==> src/rtl/uart_rxq_pkg.sv <==
package uart_rxq_pkg;

   localparam int CHAR_W = 8;
   localparam int REG_W  = 32;
   localparam int ADDR_W = 2;

   localparam logic [ADDR_W-1:0] A_DATA = 2'd0;
   localparam logic [ADDR_W-1:0] A_CTRL = 2'd1;
   localparam logic [ADDR_W-1:0] A_INTR = 2'd2;
   localparam logic [ADDR_W-1:0] A_LIMS = 2'd3;

   // bit positions that software decodes
   localparam int B_VALID  = 11;
   localparam int B_FLUSH  = 5;
   localparam int B_STAT   = 4;
   localparam int B_NEMPTY = 7;
   localparam int B_MSTAT  = 8;
   localparam int B_TMO    = 8;

   // ferr lands on bit 10, perr on 9, brk on 8
   typedef struct packed {
      logic              ferr;
      logic              perr;
      logic              brk;
      logic [CHAR_W-1:0] ch;
   } rxq_entry_t;

   localparam int ENTRY_W = $bits(rxq_entry_t);

endpackage

==> src/rtl/rxq_deser.sv <==
module rxq_deser
   import uart_rxq_pkg::*;
#(
   parameter int OSR  = 16,
   parameter int SYNC = 2
) (
   input  logic       clk,
   input  logic       rst_n,
   input  logic       en,
   input  logic       tick,
   input  logic       rx,
   input  logic [1:0] len_code,
   input  logic       par_en,
   input  logic       par_odd,
   output logic       char_vld,
   output rxq_entry_t char_out
);

   localparam int CNT_W = $clog2(OSR);
   localparam logic [CNT_W-1:0] HALF_M1 = CNT_W'(OSR/2 - 1);
   localparam logic [CNT_W-1:0] FULL_M1 = CNT_W'(OSR - 1);

   if (SYNC < 2) begin : g_bad_sync
      $error("rxq_deser: SYNC must be at least 2");
   end

   typedef enum logic [2:0] {S_IDLE, S_START, S_DATA, S_PAR, S_STOP, S_HOLD} st_t;

   logic [SYNC-1:0]   sync_q;
   logic              rxs;
   st_t               st;
   logic [CNT_W-1:0]  cnt;
   logic [2:0]        bidx;
   logic [2:0]        last_idx;
   logic [CHAR_W-1:0] shreg;
   logic              acc, any1, perr_q;
   logic              at_mid_start, at_bit_end;

   always_ff @(posedge clk or negedge rst_n) begin
      if (!rst_n) sync_q <= '1;
      else        sync_q <= {sync_q[SYNC-2:0], rx};
   end
   assign rxs = sync_q[SYNC-1];

   assign last_idx     = 3'd4 + {1'b0, len_code};
   assign at_mid_start = tick && (cnt == HALF_M1);
   assign at_bit_end   = tick && (cnt == FULL_M1);

   always_ff @(posedge clk or negedge rst_n) begin
      if (!rst_n) begin
         st       <= S_IDLE;
         cnt      <= '0;
         bidx     <= '0;
         shreg    <= '0;
         acc      <= 1'b0;
         any1     <= 1'b0;
         perr_q   <= 1'b0;
         char_vld <= 1'b0;
         char_out <= '0;
      end else begin
         char_vld <= 1'b0;
         if (!en) begin
            st <= S_IDLE;
         end else begin
            unique case (st)
               S_IDLE: if (!rxs) begin
                  st  <= S_START;
                  cnt <= '0;
               end
               S_START: if (at_mid_start) begin
                  cnt    <= '0;
                  bidx   <= '0;
                  acc    <= 1'b0;
                  any1   <= 1'b0;
                  perr_q <= 1'b0;
                  st     <= rxs ? S_IDLE : S_DATA;
               end else if (tick) begin
                  cnt <= cnt + 1'b1;
               end
               S_DATA: if (at_bit_end) begin
                  cnt   <= '0;
                  shreg <= {rxs, shreg[CHAR_W-1:1]};
                  acc   <= acc ^ rxs;
                  any1  <= any1 | rxs;
                  bidx  <= bidx + 1'b1;
                  if (bidx == last_idx) st <= par_en ? S_PAR : S_STOP;
               end else if (tick) begin
                  cnt <= cnt + 1'b1;
               end
               S_PAR: if (at_bit_end) begin
                  cnt    <= '0;
                  perr_q <= acc ^ rxs ^ par_odd;
                  any1   <= any1 | rxs;
                  st     <= S_STOP;
               end else if (tick) begin
                  cnt <= cnt + 1'b1;
               end
               S_STOP: if (at_bit_end) begin
                  cnt           <= '0;
                  char_vld      <= 1'b1;
                  char_out.ch   <= shreg >> (2'd3 - len_code);
                  char_out.ferr <= !rxs;
                  char_out.brk  <= !rxs && !any1;
                  char_out.perr <= perr_q;
                  st            <= rxs ? S_IDLE : S_HOLD;
               end else if (tick) begin
                  cnt <= cnt + 1'b1;
               end
               S_HOLD: if (rxs) st <= S_IDLE;
               default: st <= S_IDLE;
            endcase
         end
      end
   end

   // a disabled receiver delivers nothing
   p_off_quiet_r10: assert property (@(posedge clk) disable iff (!rst_n)
      !en |=> !char_vld);

   // a frame ends only from the stop position
   p_vld_from_stop_r3: assert property (@(posedge clk) disable iff (!rst_n)
      char_vld |-> (st == S_IDLE || st == S_HOLD));

endmodule

==> src/rtl/rxq_fifo.sv <==
module rxq_fifo #(
   parameter int DEPTH = 16,
   parameter int W     = 11
) (
   input  logic                       clk,
   input  logic                       rst_n,
   input  logic                       flush,
   input  logic                       push,
   input  logic [W-1:0]               din,
   input  logic                       pop,
   output logic [W-1:0]               dout,
   output logic [$clog2(DEPTH+1)-1:0] level,
   output logic                       full,
   output logic                       empty
);

   localparam int PTR_W = $clog2(DEPTH);
   localparam int LVL_W = $clog2(DEPTH+1);
   localparam bit POW2  = (DEPTH == (1 << PTR_W));

   if (DEPTH < 2) begin : g_bad_depth
      $error("rxq_fifo: DEPTH must be at least 2");
   end

   logic [W-1:0]     mem [DEPTH];
   logic [PTR_W-1:0] wptr, rptr, wptr_nx, rptr_nx;
   logic             do_push, do_pop;

   assign full    = (level == LVL_W'(DEPTH));
   assign empty   = (level == '0);
   assign do_push = push && !full && !flush;
   assign do_pop  = pop && !empty && !flush;
   assign dout    = mem[rptr];

   if (POW2) begin : g_wrap_natural
      assign wptr_nx = wptr + 1'b1;
      assign rptr_nx = rptr + 1'b1;
   end else begin : g_wrap_compare
      assign wptr_nx = (wptr == PTR_W'(DEPTH-1)) ? '0 : wptr + 1'b1;
      assign rptr_nx = (rptr == PTR_W'(DEPTH-1)) ? '0 : rptr + 1'b1;
   end

   always_ff @(posedge clk) begin
      if (do_push) mem[wptr] <= din;
   end

   always_ff @(posedge clk or negedge rst_n) begin
      if (!rst_n) begin
         wptr  <= '0;
         rptr  <= '0;
         level <= '0;
      end else if (flush) begin
         wptr  <= '0;
         rptr  <= '0;
         level <= '0;
      end else begin
         if (do_push) wptr <= wptr_nx;
         if (do_pop)  rptr <= rptr_nx;
         if (do_push && !do_pop)      level <= level + 1'b1;
         else if (do_pop && !do_push) level <= level - 1'b1;
      end
   end

   // a write into a full queue leaves it full and unchanged in size
   p_no_overflow_r4: assert property (@(posedge clk) disable iff (!rst_n)
      (full && push && !pop && !flush) |=> full);

   // popping an empty queue does nothing
   p_pop_empty_r4: assert property (@(posedge clk) disable iff (!rst_n)
      (empty && pop && !push) |=> empty);

   // the reset command empties the queue
   p_flush_empties_r5: assert property (@(posedge clk) disable iff (!rst_n)
      flush |=> empty);

endmodule

==> src/rtl/rxq_intr.sv <==
module rxq_intr #(
   parameter int LVL_W = 5,
   parameter int TMO_W = 4,
   parameter int TCK_W = 8
) (
   input  logic             clk,
   input  logic             rst_n,
   input  logic             tick,
   input  logic             rx_char,
   input  logic             drop,
   input  logic             pop,
   input  logic             flush,
   input  logic [LVL_W-1:0] level,
   input  logic [LVL_W-1:0] thresh,
   input  logic [TMO_W-1:0] tmo_chars,
   input  logic [TCK_W-1:0] char_ticks,
   input  logic [2:0]       mask,
   output logic [2:0]       stat,
   output logic             irq
);

   logic             ovr_q, tmo_q, thr_hit, restart;
   logic [TCK_W-1:0] tcnt;
   logic [TMO_W-1:0] ccnt, ccnt_nx;

   assign thr_hit = (thresh != '0) && (level >= thresh);
   assign restart = flush || rx_char || pop || (level == '0);
   assign ccnt_nx = ccnt + 1'b1;

   always_ff @(posedge clk or negedge rst_n) begin
      if (!rst_n)     ovr_q <= 1'b0;
      else if (flush) ovr_q <= 1'b0;
      else if (drop)  ovr_q <= 1'b1;
   end

   always_ff @(posedge clk or negedge rst_n) begin
      if (!rst_n) begin
         tcnt  <= '0;
         ccnt  <= '0;
         tmo_q <= 1'b0;
      end else if (restart) begin
         tcnt  <= '0;
         ccnt  <= '0;
         tmo_q <= 1'b0;
      end else if (tick && !tmo_q) begin
         if (tcnt == char_ticks - 1'b1) begin
            tcnt <= '0;
            ccnt <= ccnt_nx;
            if (tmo_chars != '0 && ccnt_nx == tmo_chars) tmo_q <= 1'b1;
         end else begin
            tcnt <= tcnt + 1'b1;
         end
      end
   end

   assign stat = {tmo_q, thr_hit, ovr_q};
   assign irq  = |(stat & mask);

   // overflow stays until the queue reset
   p_ovr_sticky_r5: assert property (@(posedge clk) disable iff (!rst_n)
      (ovr_q && !flush) |=> ovr_q);

   p_ovr_clear_r5: assert property (@(posedge clk) disable iff (!rst_n)
      flush |=> !ovr_q);

   // a new character or a pop restarts the timeout
   p_tmo_restart_r7: assert property (@(posedge clk) disable iff (!rst_n)
      (rx_char || pop) |=> !tmo_q);

   // a zero limit never raises the timeout
   p_tmo_off_r7: assert property (@(posedge clk) disable iff (!rst_n)
      (tmo_chars == '0 && !tmo_q) |=> !tmo_q);

endmodule

==> src/rtl/uart_rxq_core.sv <==
module uart_rxq_core
   import uart_rxq_pkg::*;
#(
   parameter int DEPTH = 16,
   parameter int OSR   = 16,
   parameter int SYNC  = 2,
   parameter int TMO_W = 4
) (
   input  logic              clk,
   input  logic              rst_n,
   input  logic              tick,
   input  logic              rx,
   input  logic              wr_en,
   input  logic              rd_en,
   input  logic [ADDR_W-1:0] addr,
   input  logic [REG_W-1:0]  wdata,
   output logic [REG_W-1:0]  rdata,
   output logic              irq
);

   localparam int LVL_W = $clog2(DEPTH+1);
   localparam int TCK_W = $clog2(12*OSR + 1);

   if (OSR < 4 || (OSR % 2) != 0) begin : g_bad_osr
      $error("uart_rxq_core: OSR must be even and at least 4");
   end
   if (LVL_W > 8 || TMO_W > 8) begin : g_bad_fields
      $error("uart_rxq_core: LIMITS fields exceed their byte slots");
   end

   logic             en_q, pen_q, podd_q;
   logic [1:0]       len_q;
   logic [2:0]       mask_q;
   logic [LVL_W-1:0] thr_q;
   logic [TMO_W-1:0] tmo_q;

   logic             wr_ctrl, flush, pop, rx_char, drop;
   logic             char_vld, full, empty;
   rxq_entry_t       char_new, head;
   logic [LVL_W-1:0] level;
   logic [2:0]       stat;
   logic [TCK_W-1:0] char_ticks;

   wire unused_wdata = &{1'b0, wdata[REG_W-1:12], 1'b0};

   assign wr_ctrl = wr_en && addr == A_CTRL;
   assign flush   = wr_ctrl && wdata[B_FLUSH];
   assign pop     = rd_en && addr == A_DATA;
   assign rx_char = char_vld && en_q;
   assign drop    = rx_char && full;

   always_ff @(posedge clk or negedge rst_n) begin
      if (!rst_n) begin
         en_q   <= 1'b0;
         len_q  <= 2'd3;
         pen_q  <= 1'b0;
         podd_q <= 1'b0;
         mask_q <= '0;
         thr_q  <= LVL_W'(DEPTH/2);
         tmo_q  <= TMO_W'(1);
      end else if (wr_en) begin
         unique case (addr)
            A_CTRL: begin
               en_q   <= wdata[0];
               len_q  <= wdata[2:1];
               pen_q  <= wdata[3];
               podd_q <= wdata[4];
            end
            A_INTR: mask_q <= wdata[2:0];
            A_LIMS: begin
               thr_q <= wdata[LVL_W-1:0];
               tmo_q <= wdata[B_TMO +: TMO_W];
            end
            default: ;
         endcase
      end
   end

   always_comb char_ticks = TCK_W'((32'(len_q) + 32'(pen_q) + 32'd7) * OSR);

   rxq_deser #(.OSR(OSR), .SYNC(SYNC)) u_deser (
      .clk      (clk),
      .rst_n    (rst_n),
      .en       (en_q),
      .tick     (tick),
      .rx       (rx),
      .len_code (len_q),
      .par_en   (pen_q),
      .par_odd  (podd_q),
      .char_vld (char_vld),
      .char_out (char_new)
   );

   rxq_fifo #(.DEPTH(DEPTH), .W(ENTRY_W)) u_fifo (
      .clk   (clk),
      .rst_n (rst_n),
      .flush (flush),
      .push  (rx_char),
      .din   (char_new),
      .pop   (pop),
      .dout  (head),
      .level (level),
      .full  (full),
      .empty (empty)
   );

   rxq_intr #(.LVL_W(LVL_W), .TMO_W(TMO_W), .TCK_W(TCK_W)) u_intr (
      .clk        (clk),
      .rst_n      (rst_n),
      .tick       (tick),
      .rx_char    (rx_char),
      .drop       (drop),
      .pop        (pop),
      .flush      (flush),
      .level      (level),
      .thresh     (thr_q),
      .tmo_chars  (tmo_q),
      .char_ticks (char_ticks),
      .mask       (mask_q),
      .stat       (stat),
      .irq        (irq)
   );

   always_comb begin
      rdata = '0;
      unique case (addr)
         A_DATA: if (!empty) begin
            rdata[ENTRY_W-1:0] = head;
            rdata[B_VALID]     = 1'b1;
         end
         A_CTRL: rdata[4:0] = {podd_q, pen_q, len_q, en_q};
         A_INTR: begin
            rdata[2:0]            = mask_q;
            rdata[B_STAT +: 3]    = stat;
            rdata[B_NEMPTY]       = !empty;
            rdata[B_MSTAT +: 3]   = stat & mask_q;
         end
         A_LIMS: begin
            rdata[LVL_W-1:0]      = thr_q;
            rdata[B_TMO +: TMO_W] = tmo_q;
         end
         default: ;
      endcase
   end

   // no character is stored while the receiver is off
   p_off_no_store_r10: assert property (@(posedge clk) disable iff (!rst_n)
      (!en_q && !pop && !flush) |=> $stable(level));

   // irq never rises with all enables clear
   p_irq_gated_r9: assert property (@(posedge clk) disable iff (!rst_n)
      (mask_q == 3'b000 && !wr_en) |=> !irq);

endmodule

==> config.mk <==
export PLATFORM = sky130hd
export DESIGN_NAME = uart_rxq_core
export DESIGN_NICKNAME = d
export VERILOG_FILES = /design/src/rtl/uart_rxq_pkg.sv /design/src/rtl/rxq_deser.sv /design/src/rtl/rxq_fifo.sv /design/src/rtl/rxq_intr.sv /design/src/rtl/uart_rxq_core.sv
export SDC_FILE = /design/constraint.sdc
export NUM_CORES = 1
export LEC_CHECK = 0
export ABC_CLOCK_PERIOD_IN_PS = 4700
export BUFFER_PORTS_ARGS = -buffer_cell sky130_fd_sc_hd__buf_4
export CELL_PAD_IN_SITES_DETAIL_PLACEMENT = 1
export CELL_PAD_IN_SITES_GLOBAL_PLACEMENT = 1
export CORE_ASPECT_RATIO = 1.25
export CORE_MARGIN = 2
export CORE_UTILIZATION = 55
export CTS_BUF_LIST = sky130_fd_sc_hd__clkbuf_4 sky130_fd_sc_hd__clkbuf_8
export CTS_CLUSTER_SIZE = 10
export DETAILED_ROUTE_END_ITERATION = 10
export GPL_TIMING_DRIVEN = 1
export MAX_ROUTING_LAYER = met4
export PLACE_DENSITY_LB_ADDON = 0.1
export RECOVER_POWER = 25
export SLEW_MARGIN = 20
export SYNTH_ARGS = -nofsm -noshare
export SYNTH_HDL_FRONTEND = slang
export SYNTH_SLANG_ARGS = --single-unit
==> constraint.sdc <==
create_clock -name clk -period 4.7 [get_ports clk]
set_clock_uncertainty 0.05 [all_clocks]
set_input_delay 0.705 -clock clk [delete_from_list [all_inputs] [get_ports clk]]
set_output_delay 0.705 -clock clk [all_outputs]
set_load 0.01 [all_outputs]
==> flow_summary.yaml, run 1 <==
critical_path:
  crit_top_cell: "buf_4"
  startpoint_type: "flip-flop"
  critPathArrivalTime_ns: 3.17
  cp_slowest_cell: "dfrtp_2"
  rrSetupSlack_ns: 1.70
  max_stage_delay_ns: 0.83
  crit_type: "reg2out"
  cp_cell_sequence: "buf_4, mux4_2, a22oi_1, nand2_1, a22o_1, buf_4"
  worstReg2RegStart: "en_q"
  cp_max_fo: 22
  required_ns: 3.94
  cp-end-kind: "output port"
  rr_endpoint: "u_fifo.level[4]"
  r2r_cells: 9
floorplanning:
  core_sq_um: 20600
  std_cell_rows: 59
  die_x_microns: 133.0
  die_y_microns: 165.3
  boundaryPins: 73
  initial_utilization_pct: 55.57
  die_area_sq_um: 21990
cts:
  post_cts_buffers: 0
  cts_resized: 0
  worstSkewPairLatency_ns: 0.54
  cts_tree: "done"
  htreeDepth: 2
  cts_buffer_depth: 3
  cts.sink_count: 255
  cts_made_buffers: 41
  root_buffer: "clkbuf_8"
  ctsHoldBuffers: 0
  clkTransAtPathRegs_ns: 0.06
placement:
  place_area_sq_um: 11900
  gp_congestion: 0.8554
  hpwl_microns: 18790
  dp_slack_ns: 1.277
  placed_cells: 1061
  io_buffers: 30
global_route:
  grt_use_total_pct: 26.85
  grt.overflow.total: 0
  grt_pass1_vias: 7398
  antenna_found_initial: 0
  grt_max_degree: 80
  grt_pass1_wl_microns: 42840
synthesis:
  postSynthAreaPerCell_sq_um: 14.77
  yosys_register_bits: 255
  yosys_most_used_dff: "edfxtp_1"
  syn-cell-area_sq_um: 11450
  synth_edf_count: 176
  ys_top_cells_by_area: "edfxtp_1 (46%), dfrtp_1 (16%), mux4_2 (7.9%), mux2_2 (3.4%), ha_1 (2.7%)"
  syn_inst: 775
  synth_cell_type_count: 70
  synth_top_area_cell: "edfxtp_1"
  async_reset_ff_share_pct: 30.98
  yosysSeqAreaShare_pct: 63.51
  yosys_warnings: 0
  synth_top_cell_area_share_pct: 46.17
pwr:
  power_density_nw_per_um2: 469.0
  internal-power_uw: 4186
  pwr-share-seq_pct: 45.5
  sw_frac_of_total_pct: 30.03
  ir_drop_uv: 301.8
  total_power_uw: 5983
  power_switching_uw: 1797
  power.clock.fraction_pct: 33.1
  p_leak_uw: 0.004795
  comb_power_share_pct: 21.3
sta:
  rsz0062_at_grt: "no"
  tns_ns: 0
  fin_ws_ns: 0.7713
  slew_violations: 0
  fmax_mhz: 254.5
  hold_violations: 0
  worstMarginPinSlew_ns: 0.8712
  slew_headroom_pct: 41.80
  period_minus_slack_ns: 3.929
  min_period_over_period_pct: 83.59
  finalSetupViolCount: 0
detailed_routing:
  drt_pre_antenna_iters: 4
  final_antenna_net_count: 0
  wire_per_inst_microns: 24.15
  drc: 0
  dr.first_iter.drc_count: 370
  via_per_inst: 5.971
  wirelength_microns: 27410
  vias: 6777
cells_and_area:
  nets: 897
  final_common_cell: "edfxtp_1"
  most-common-layout-cells: "edfxtp_1 (176), dfrtp_1 (71), nand2_1 (48), buf_4 (46), clkbuf_8 (44)"
  stdcell_area_sq_um: 12760
  num_antenna_cells: 0
  drive_gt1_share_pct: 24.27
  area_growth_pct: 11.45
  instances_no_fill: 1135
run_status:
  outcome: "complete, no violations"
worst_hold_path:
  hold_path.class: "in2async"
job:
  cap_violations: 0
-- cells by family after synthesis --
| kind of cell | count (synthesis) | synth area share [%] |
|---|---|---|
| mux | 84 | 12.10 |
| buf+inv | 82 | 3.695 |
| fa+ha+maj | 27 | 3.083 |
| compound gates | 116 | 7.269 |
| simple gates | 177 | 7.718 |
| other cells | 1 | 0.03276 |
| xor+xnor | 33 | 2.591 |
| flops | 255 | 63.51 |
-- worst max-delay path, delay by kind of cell, from the launching register on --
family                 cells  cell delay, ns
AND/OR/NAND/NOR            1            0.19
flip-flops                 1            0.83
buffers and inverters      2            0.53
multiplexers               1            0.54
AO/OA/AOI/OAI              2            0.54
-- cell usage after synthesis, drive strengths merged (3+ instances only) --
cell type  instances
inv               27
a31oi              4
dfstp              6
a222oi             5
nand4              8
nor3              16
edfxtp           176
o211ai             3
clkbuf            21
buf               34
nand3             17
a22o              13
o22ai              4
a221oi             3
mux4              40
mux2              35
ha                25
and3               5
a211oi             4
a22oi             12
mux2i              9
a21o               6
a21oi             20
nand2             49
xor2              14
o21ai             22
nor4               4
xnor2             19
nor2              44
nand2b             4
nor2b              8
dfrtp             73
and2               8
-- power groups by stage --
stage          clock network, uW  registers, uW  logic [uW]
3_5_place_dp                   0           2770        1280
3_3_place_gp                   0           2760        1220
4_1_cts                     2020           2730        1290
2_1_floorplan                  0           2600        1040
6_report                    1980           2720        1280
5_1_grt                     2120           2750        1400
-- flip-flops by register name, summed over array words and instances, names as in the netlist, 3 cells and up --
register and count:
u_deser.cnt 4, u_deser.char_out 11, u_intr.tcnt 8, u_deser.bidx 3
u_fifo.level 5, u_fifo.mem 176, mask_q 3, tmo_q 4
u_intr.ccnt 4, thr_q 5, u_deser.st 3, u_fifo.wptr 4
u_deser.shreg 8, u_fifo.rptr 4
-- metrics by stage --
step,util [%],hold slack [ns]
after detailed placement,57.79,0.2996
after global routing,61.93,0.1913
after floorplan,-,0.2952
after CTS,61.92,0.1902
after global placement,57.79,0.2982
final,61.93,0.1496
-- layer usage --
layer | track usage [%] | wire length [microns] | up-vias
li1 | - | - | 3022
met2 | 48.85 | 15140 | 155
met3 | 4.548 | 961 | 41
met5 | - | 0 | -
met1 | 30.94 | 10780 | 3559
met4 | 7.429 | 528 | 0
-- worst max path at each step --
stage          cells after the start  slack, ns           start                end
2_1_floorplan                      6       1.91         addr[1]  u_fifo.mem[10][0]
3_3_place_gp                       6       1.31  u_fifo.rptr[0]           rdata[4]
3_5_place_dp                       6       1.28  u_fifo.rptr[0]           rdata[4]
4_1_cts                            6       0.69  u_fifo.rptr[0]           rdata[0]
5_1_grt                            6       0.60  u_fifo.rptr[0]           rdata[0]
6_report                           6       0.77  u_fifo.rptr[0]           rdata[7]
-- area by class of cell --
type | count | area, sq um
clock buffers | 55 | 688.2
multi-input cells | 457 | 3825
fillers | 1935 | 7840
flip-flops and latches | 255 | 7272
well taps | 274 | 342.8
clock inverters | 19 | 162.7
inverters | 27 | 101.3
repair buffers | 48 | 364.1
(Power assumes the default switching activity.)
==> run 2: changes to the inputs <==
--- a/config.mk
+++ b/config.mk
@@ -5,13 +5,13 @@
 export SDC_FILE = /design/constraint.sdc
 export NUM_CORES = 1
 export LEC_CHECK = 0
-export ABC_CLOCK_PERIOD_IN_PS = 4700
+export ABC_CLOCK_PERIOD_IN_PS = 3200
 export BUFFER_PORTS_ARGS = -buffer_cell sky130_fd_sc_hd__buf_4
 export CELL_PAD_IN_SITES_DETAIL_PLACEMENT = 1
 export CELL_PAD_IN_SITES_GLOBAL_PLACEMENT = 1
 export CORE_ASPECT_RATIO = 1.25
 export CORE_MARGIN = 2
-export CORE_UTILIZATION = 55
+export CORE_UTILIZATION = 48
 export CTS_BUF_LIST = sky130_fd_sc_hd__clkbuf_4 sky130_fd_sc_hd__clkbuf_8
 export CTS_CLUSTER_SIZE = 10
 export DETAILED_ROUTE_END_ITERATION = 10
==> constraint.sdc (replaced) <==
create_clock -name clk -period 3.2 [get_ports clk]
set_clock_uncertainty 0.05 [all_clocks]
set_input_delay 0.48 -clock clk [delete_from_list [all_inputs] [get_ports clk]]
set_output_delay 0.48 -clock clk [all_outputs]
set_load 0.01 [all_outputs]
==> run 2 against run 1 <==
Sequential share of layout area fell by 2.0 points. Utilization fell by 5.9 points. Via count rose by 0.55%. Die area rose by 14%. First-iteration DRC count fell by 22%. Final cell count rose by 4.5%. Total power rose by 54%. Sequential power rose by 43%. Clock power rose by 52%. Critical path type unchanged. Largest power group unchanged. Highest routed layer unchanged.
==> flow_summary.yaml, run 2 (same netlist as run 1, synthesis figures left out) <==
sta:
  rsz0062_at_grt: "yes"
  holdWs_ns: 0.1202
  worstMarginPinSlew_ns: 0.7795
  slew_violations: 0
  finalSetupViolCount: 0
  slew_headroom_pct: 48.03
  period_minus_slack_ns: 3.130
  min_period_over_period_pct: 97.81
  hold_violations: 0
  fmax_mhz: 319.5
detailed_routing:
  dr.first_iter.drc_count: 290
  wire_per_inst_microns: 23.41
  wirelength_microns: 27760
  via_per_inst: 5.745
  vias: 6814
  final_antenna_net_count: 0
  drc: 0
  drt_pre_antenna_iters: 5
critical_path:
  cp_slowest_cell: "mux4_2"
  cpLargestDelayFamily: "compound AO/OA/AOI/OAI gates"
  rrSetupSlack_ns: 0.30
  critPathLaunch: "u_fifo.rptr[0]"
  crit_cells: 6
  r2r_cells: 9
  cp-end-kind: "output port"
  max_stage_delay_ns: 0.50
  critPathArrivalTime_ns: 2.60
  endpoint: "rdata[4]"
  crit_type: "reg2out"
  worstReg2RegStart: "u_fifo.level[0]"
  required_ns: 2.67
  cp_cell_sequence: "buf_12, mux4_2, a22o_1, a221oi_2, o22ai_1, buf_4"
  startpoint_type: "flip-flop"
  rr_endpoint: "u_fifo.level[4]"
  cp_max_fo: 13
  cp.buffers_inverters: 2
cts:
  cts_buffer_depth: 3
  root_buffer: "clkbuf_8"
  cts.sink_count: 255
  htreeDepth: 2
  cts_tree: "done"
  clkTransAtPathRegs_ns: 0.07
  worstSkewPairLatency_ns: 0.54
  cts_made_buffers: 41
pwr:
  power_density_nw_per_um2: 696.6
  pwr-share-seq_pct: 42.2
  power.clock.fraction_pct: 32.7
  total_power_uw: 9203
  sw_frac_of_total_pct: 29.85
  p_leak_uw: 0.005129
  power_switching_uw: 2747
  ir_drop_uv: 445.3
  internal-power_uw: 6455
  comb_power_share_pct: 25.1
cells_and_area:
  area_growth_pct: 15.41
  num_antenna_cells: 0
  nets: 930
  final_common_cell: "edfxtp_1"
  most-common-layout-cells: "edfxtp_1 (176), buf_4 (73), dfrtp_1 (70), nand2_1 (46)"
  fill_cells: 2267
  instances_no_fill: 1186
  drive_gt1_share_pct: 28.86
  largest_register_ffs: 176
  top_register: "u_fifo.mem"
  largestRegisters: "u_fifo.mem (176), u_deser.char_out (11)"
  stdcell_area_sq_um: 13210
global_route:
  grt_max_degree: 59
  grt_pass1_vias: 7382
  grt_use_total_pct: 23.65
  antenna_found_initial: 0
  grt.overflow.total: 0
  grt_pass1_wl_microns: 42990
floorplanning:
  initial_utilization_pct: 48.56
  boundaryPins: 73
  die_area_sq_um: 25110
  std_cell_rows: 63
  die_y_microns: 176.7
  core_sq_um: 23570
  die_x_microns: 142.1
worst_hold_path:
  hold_path.class: "in2reg"
job:
  cap_violations: 0
placement:
  io_buffers: 30
  place_area_sq_um: 12060
  placed_cells: 1092
  gp_congestion: 0.8239
  hpwl_microns: 18770
run_status:
  outcome: "complete, no violations"
run 2: cell count changes in the layout (fill, tap and decap cells not counted), moves of 3 or more:
| cell | change |
|---|---|
| buf_4 | +27 |
| a22oi_1 | -5 |
| a22oi_2 | +5 |
| buf_12 | +3 |
| clkinvlp_4 | +3 |
| nor3_1 | -3 |
| nor3_2 | +3 |
run 2: area by class of cell:
| type | instances | area, sq um | area share [%] |
|---|---|---|---|
| clock buffer | 54 | 674.4 | 5.105 |
| multi-input combinational | 457 | 3915 | 29.64 |
| tap | 292 | 365.4 | 2.766 |
| clock inverter | 20 | 206.4 | 1.563 |
| sequential | 255 | 7273 | 55.06 |
| timing repair buffer | 81 | 674.4 | 5.105 |
| inverter | 27 | 101.3 | 0.7672 |
run 2: what timing repair did:
item / in CTS / in global routing
cloned: 1 / 0
hold buffers: 2 / 0
pin swaps: 0 / 3
endpoints found under the hold margin: 53 / 0
setup buffers: 3 / 14
setup endpoints to repair: 10 / 12
gates resized for setup: 9 / 13
run 2: worst min path at each step:
stage / from / end / slack (ns) / cells past startpoint
after floorplan: rst_n / en_q / 0.13 / 0
after global placement: u_deser.sync_q[0] / u_deser.sync_q[1] / 0.30 / 0
after detailed placement: u_deser.sync_q[0] / u_deser.sync_q[1] / 0.30 / 0
after CTS: wdata[10] / tmo_q[2] / 0.09 / 2
after global routing: wdata[10] / tmo_q[2] / 0.1 / 2
final: wdata[10] / tmo_q[2] / 0.12 / 2
run 2: power groups by stage:
stage | clock network, uW | registers, uW | logic (uW)
after detailed placement | 0 | 3940 | 2060
after global placement | 0 | 3930 | 1980
after CTS | 3080 | 3880 | 2190
after floorplan | 0 | 3820 | 1500
after global routing | 3200 | 3910 | 2520
final | 3010 | 3880 | 2310
run 2: worst reg2reg max path, cell delays in order, from the launching register on:
cell,delay [ns]
dfrtp_1,0.48
nor4_4,0.46
a21o_1,0.27
nand3_1,0.25
fa_1,0.49
a21o_1,0.20
a21oi_1,0.17
and3_1,0.20
nor3_1,0.05
nor3b_1,0.19
run 2: through the flow:
| stage | TNS [ns] | setup WS (ns) | util [%] |
|---|---|---|---|
| after floorplan | 0 | 0.6055 | - |
| after global placement | 0 | 0.3526 | 51.18 |
| after detailed placement | 0 | 0.2806 | 51.18 |
| after CTS | -0.07486 | -0.06050 | 55.40 |
| after global routing | -0.08797 | -0.02331 | 56.05 |
| final | 0 | 0.07003 | 56.05 |
run 2: per-layer routing:
metal | GRT usage, % | vias up | share of wire (%)
met3 | 3.544 | 45 | 3.7
met2 | 41.53 | 150 | 54
met4 | 6.792 | 0 | 2.3
li1 | - | 3094 | -
met1 | 28.44 | 3525 | 40
met5 | - | - | 0
==> run 3: changes to the inputs <==
--- a/config.mk
+++ b/config.mk
@@ -5,13 +5,13 @@
 export SDC_FILE = /design/constraint.sdc
 export NUM_CORES = 1
 export LEC_CHECK = 0
-export ABC_CLOCK_PERIOD_IN_PS = 3200
+export ABC_CLOCK_PERIOD_IN_PS = 3800
 export BUFFER_PORTS_ARGS = -buffer_cell sky130_fd_sc_hd__buf_4
 export CELL_PAD_IN_SITES_DETAIL_PLACEMENT = 1
 export CELL_PAD_IN_SITES_GLOBAL_PLACEMENT = 1
 export CORE_ASPECT_RATIO = 1.25
 export CORE_MARGIN = 2
-export CORE_UTILIZATION = 48
+export CORE_UTILIZATION = 55
 export CTS_BUF_LIST = sky130_fd_sc_hd__clkbuf_4 sky130_fd_sc_hd__clkbuf_8
 export CTS_CLUSTER_SIZE = 10
 export DETAILED_ROUTE_END_ITERATION = 10
==> constraint.sdc (replaced) <==
create_clock -name clk -period 3.8 [get_ports clk]
set_clock_uncertainty 0.05 [all_clocks]
set_input_delay 0.57 -clock clk [delete_from_list [all_inputs] [get_ports clk]]
set_output_delay 0.57 -clock clk [all_outputs]
set_load 0.01 [all_outputs]
==> run 3 against run 2 <==
The run now ends with capacitance limit, slew limit left. Final cell count down 3.7%. Routed wire length is 2.7% lower. Global-route usage up 2.9 points. Register-to-register slack improved by 0.54 ns. Critical path type unchanged. Critical endpoint unchanged. Largest power group unchanged.
==> flow_summary.yaml, run 3 (same netlist as run 1, synthesis figures left out) <==
cells_and_area:
  most-common-layout-cells: "edfxtp_1 (176), dfrtp_1 (71), buf_4 (54), nand2_1 (48), nor2_1 (43)"
  area_growth_pct: 11.13
  nets: 905
  final_common_cell: "edfxtp_1"
  largestRegisters: "u_fifo.mem (176), u_deser.char_out (11)"
  stdcell_area_sq_um: 12720
  largest_register_ffs: 176
  num_antenna_cells: 0
  drive_gt1_share_pct: 24.42
  top_register: "u_fifo.mem"
sta:
  min_period_over_period_pct: 92.32
  fmax_mhz: 285.0
  slew_violations: 80
  slew_headroom_pct: -34.28
  tns_ns: 0
  rsz0062_at_grt: "no"
  finalSetupViolCount: 0
  hold_violations: 0
  period_minus_slack_ns: 3.508
  worstMarginPinSlew_ns: 2.014
global_route:
  grt_max_degree: 80
  grt_pass1_wl_microns: 42400
  grt.overflow.total: 0
  grt_use_total_pct: 26.56
  antenna_found_initial: 0
  grt_pass1_vias: 7544
cts:
  worstSkewPairLatency_ns: 0.54
  ctsHoldBuffers: 0
  root_buffer: "clkbuf_8"
  cts_tree: "done"
  clkTransAtPathRegs_ns: 0.06
  cts_resized: 0
  cts_made_buffers: 40
  post_cts_buffers: 0
  htreeDepth: 2
  cts.sink_count: 255
  cts_buffer_depth: 3
placement:
  place_area_sq_um: 11980
  hpwl_microns: 18740
  gp_congestion: 0.8382
  io_buffers: 30
floorplanning:
  die_x_microns: 133.0
  std_cell_rows: 59
  die_y_microns: 165.3
  die_area_sq_um: 21990
  boundaryPins: 73
  initial_utilization_pct: 55.57
  core_sq_um: 20600
critical_path:
  crit_type: "reg2out"
  critPathArrivalTime_ns: 2.89
  cp-end-kind: "output port"
  required_ns: 3.18
  cp_max_fo: 11
  startpoint_type: "flip-flop"
detailed_routing:
  dr.first_iter.drc_count: 457
  wirelength_microns: 27020
  drc: 0
  dr_wl_met2_microns: 14490
  via_per_inst: 5.926
  wl_met1_microns: 10480
  vias: 6768
  drt_pre_antenna_iters: 5
  dr_wl_met3_microns: 1199
  highest_layer: "met4"
  final_antenna_net_count: 0
  wire_per_inst_microns: 23.66
pwr:
  power_switching_uw: 2172
  comb_power_share_pct: 22.9
  ir_drop_uv: 365.2
  power.clock.fraction_pct: 30.4
  sw_frac_of_total_pct: 30.58
  p_leak_uw: 0.004880
  pwr-share-seq_pct: 46.7
  internal-power_uw: 4931
  power_density_nw_per_um2: 558.5
  total_power_uw: 7104
job:
  cap_violations: 1
run_status:
  outcome: "finished, violations left"
  violations: "capacitance limit, slew limit"
worst_hold_path:
  hold_path.class: "in2reg"
-- run 3: worst paths after layout --
path	from	endpoint	slack, ns	cells after the start
worst max-delay path	u_fifo.rptr[0]	rdata[4]	0.29	6
worst max register to register	u_fifo.level[1]	u_fifo.level[4]	0.84	9
worst min register to register	u_deser.sync_q[0]	u_deser.sync_q[1]	0.31	0
worst min-delay path	rx	u_deser.sync_q[0]	0.1	1
max in group asynchronous	rst_n	u_fifo.rptr[1]	1.85	1
min in group asynchronous	rst_n	u_fifo.wptr[3]	0.55	1
-- run 3: power groups by stage --
stage	clock network [uW]	registers (uW)	logic, uW
detailed placement	0	3370	1640
global route	2320	3340	1790
global placement	0	3360	1570
CTS	2210	3320	1650
finish	2160	3320	1630
floorplan	0	3210	1240
-- run 3: final cells by class --
type                    instances  area, sq um
clock buffers                  54        655.6
inverters                      27        101.3
multi-input cells             457         3825
repair buffers                 57        437.9
flip-flops and latches        255         7272
fillers                      1955         7876
clock inverters                18        85.08
well taps                     274        342.8
-- run 3: metal layers --
layer	GRT usage [%]	vias up
met4	10.07	0
met3	4.487	55
met5	-	-
met2	46.56	166
met1	31.01	3506
li1	-	3041
-- run 3: worst max-delay path, stage by stage (launching register included) --
cell and delay [ns]:
dfrtp_2 0.60, buf_4 0.26, mux4_2 0.52, a22o_1 0.26, a221oi_2 0.35, o22ai_1 0.19, buf_4 0.18
-- run 3: through the flow --
| stage | hold WS [ns] | worst slack [ns] | instances | util (%) |
|---|---|---|---|---|
| 3_5_place_dp | 0.2975 | 0.7085 | 1070 | 58.17 |
| 2_1_floorplan | 0.2244 | 1.149 | 794 | - |
| 4_1_cts | 0.06183 | 0.2329 | 1142 | 61.77 |
| 3_3_place_gp | 0.2982 | 0.8291 | 1070 | 58.17 |
| 5_1_grt | 0.07308 | 0.05619 | 1142 | 61.76 |
| 6_report | 0.09969 | 0.2917 | 1142 | 61.76 |
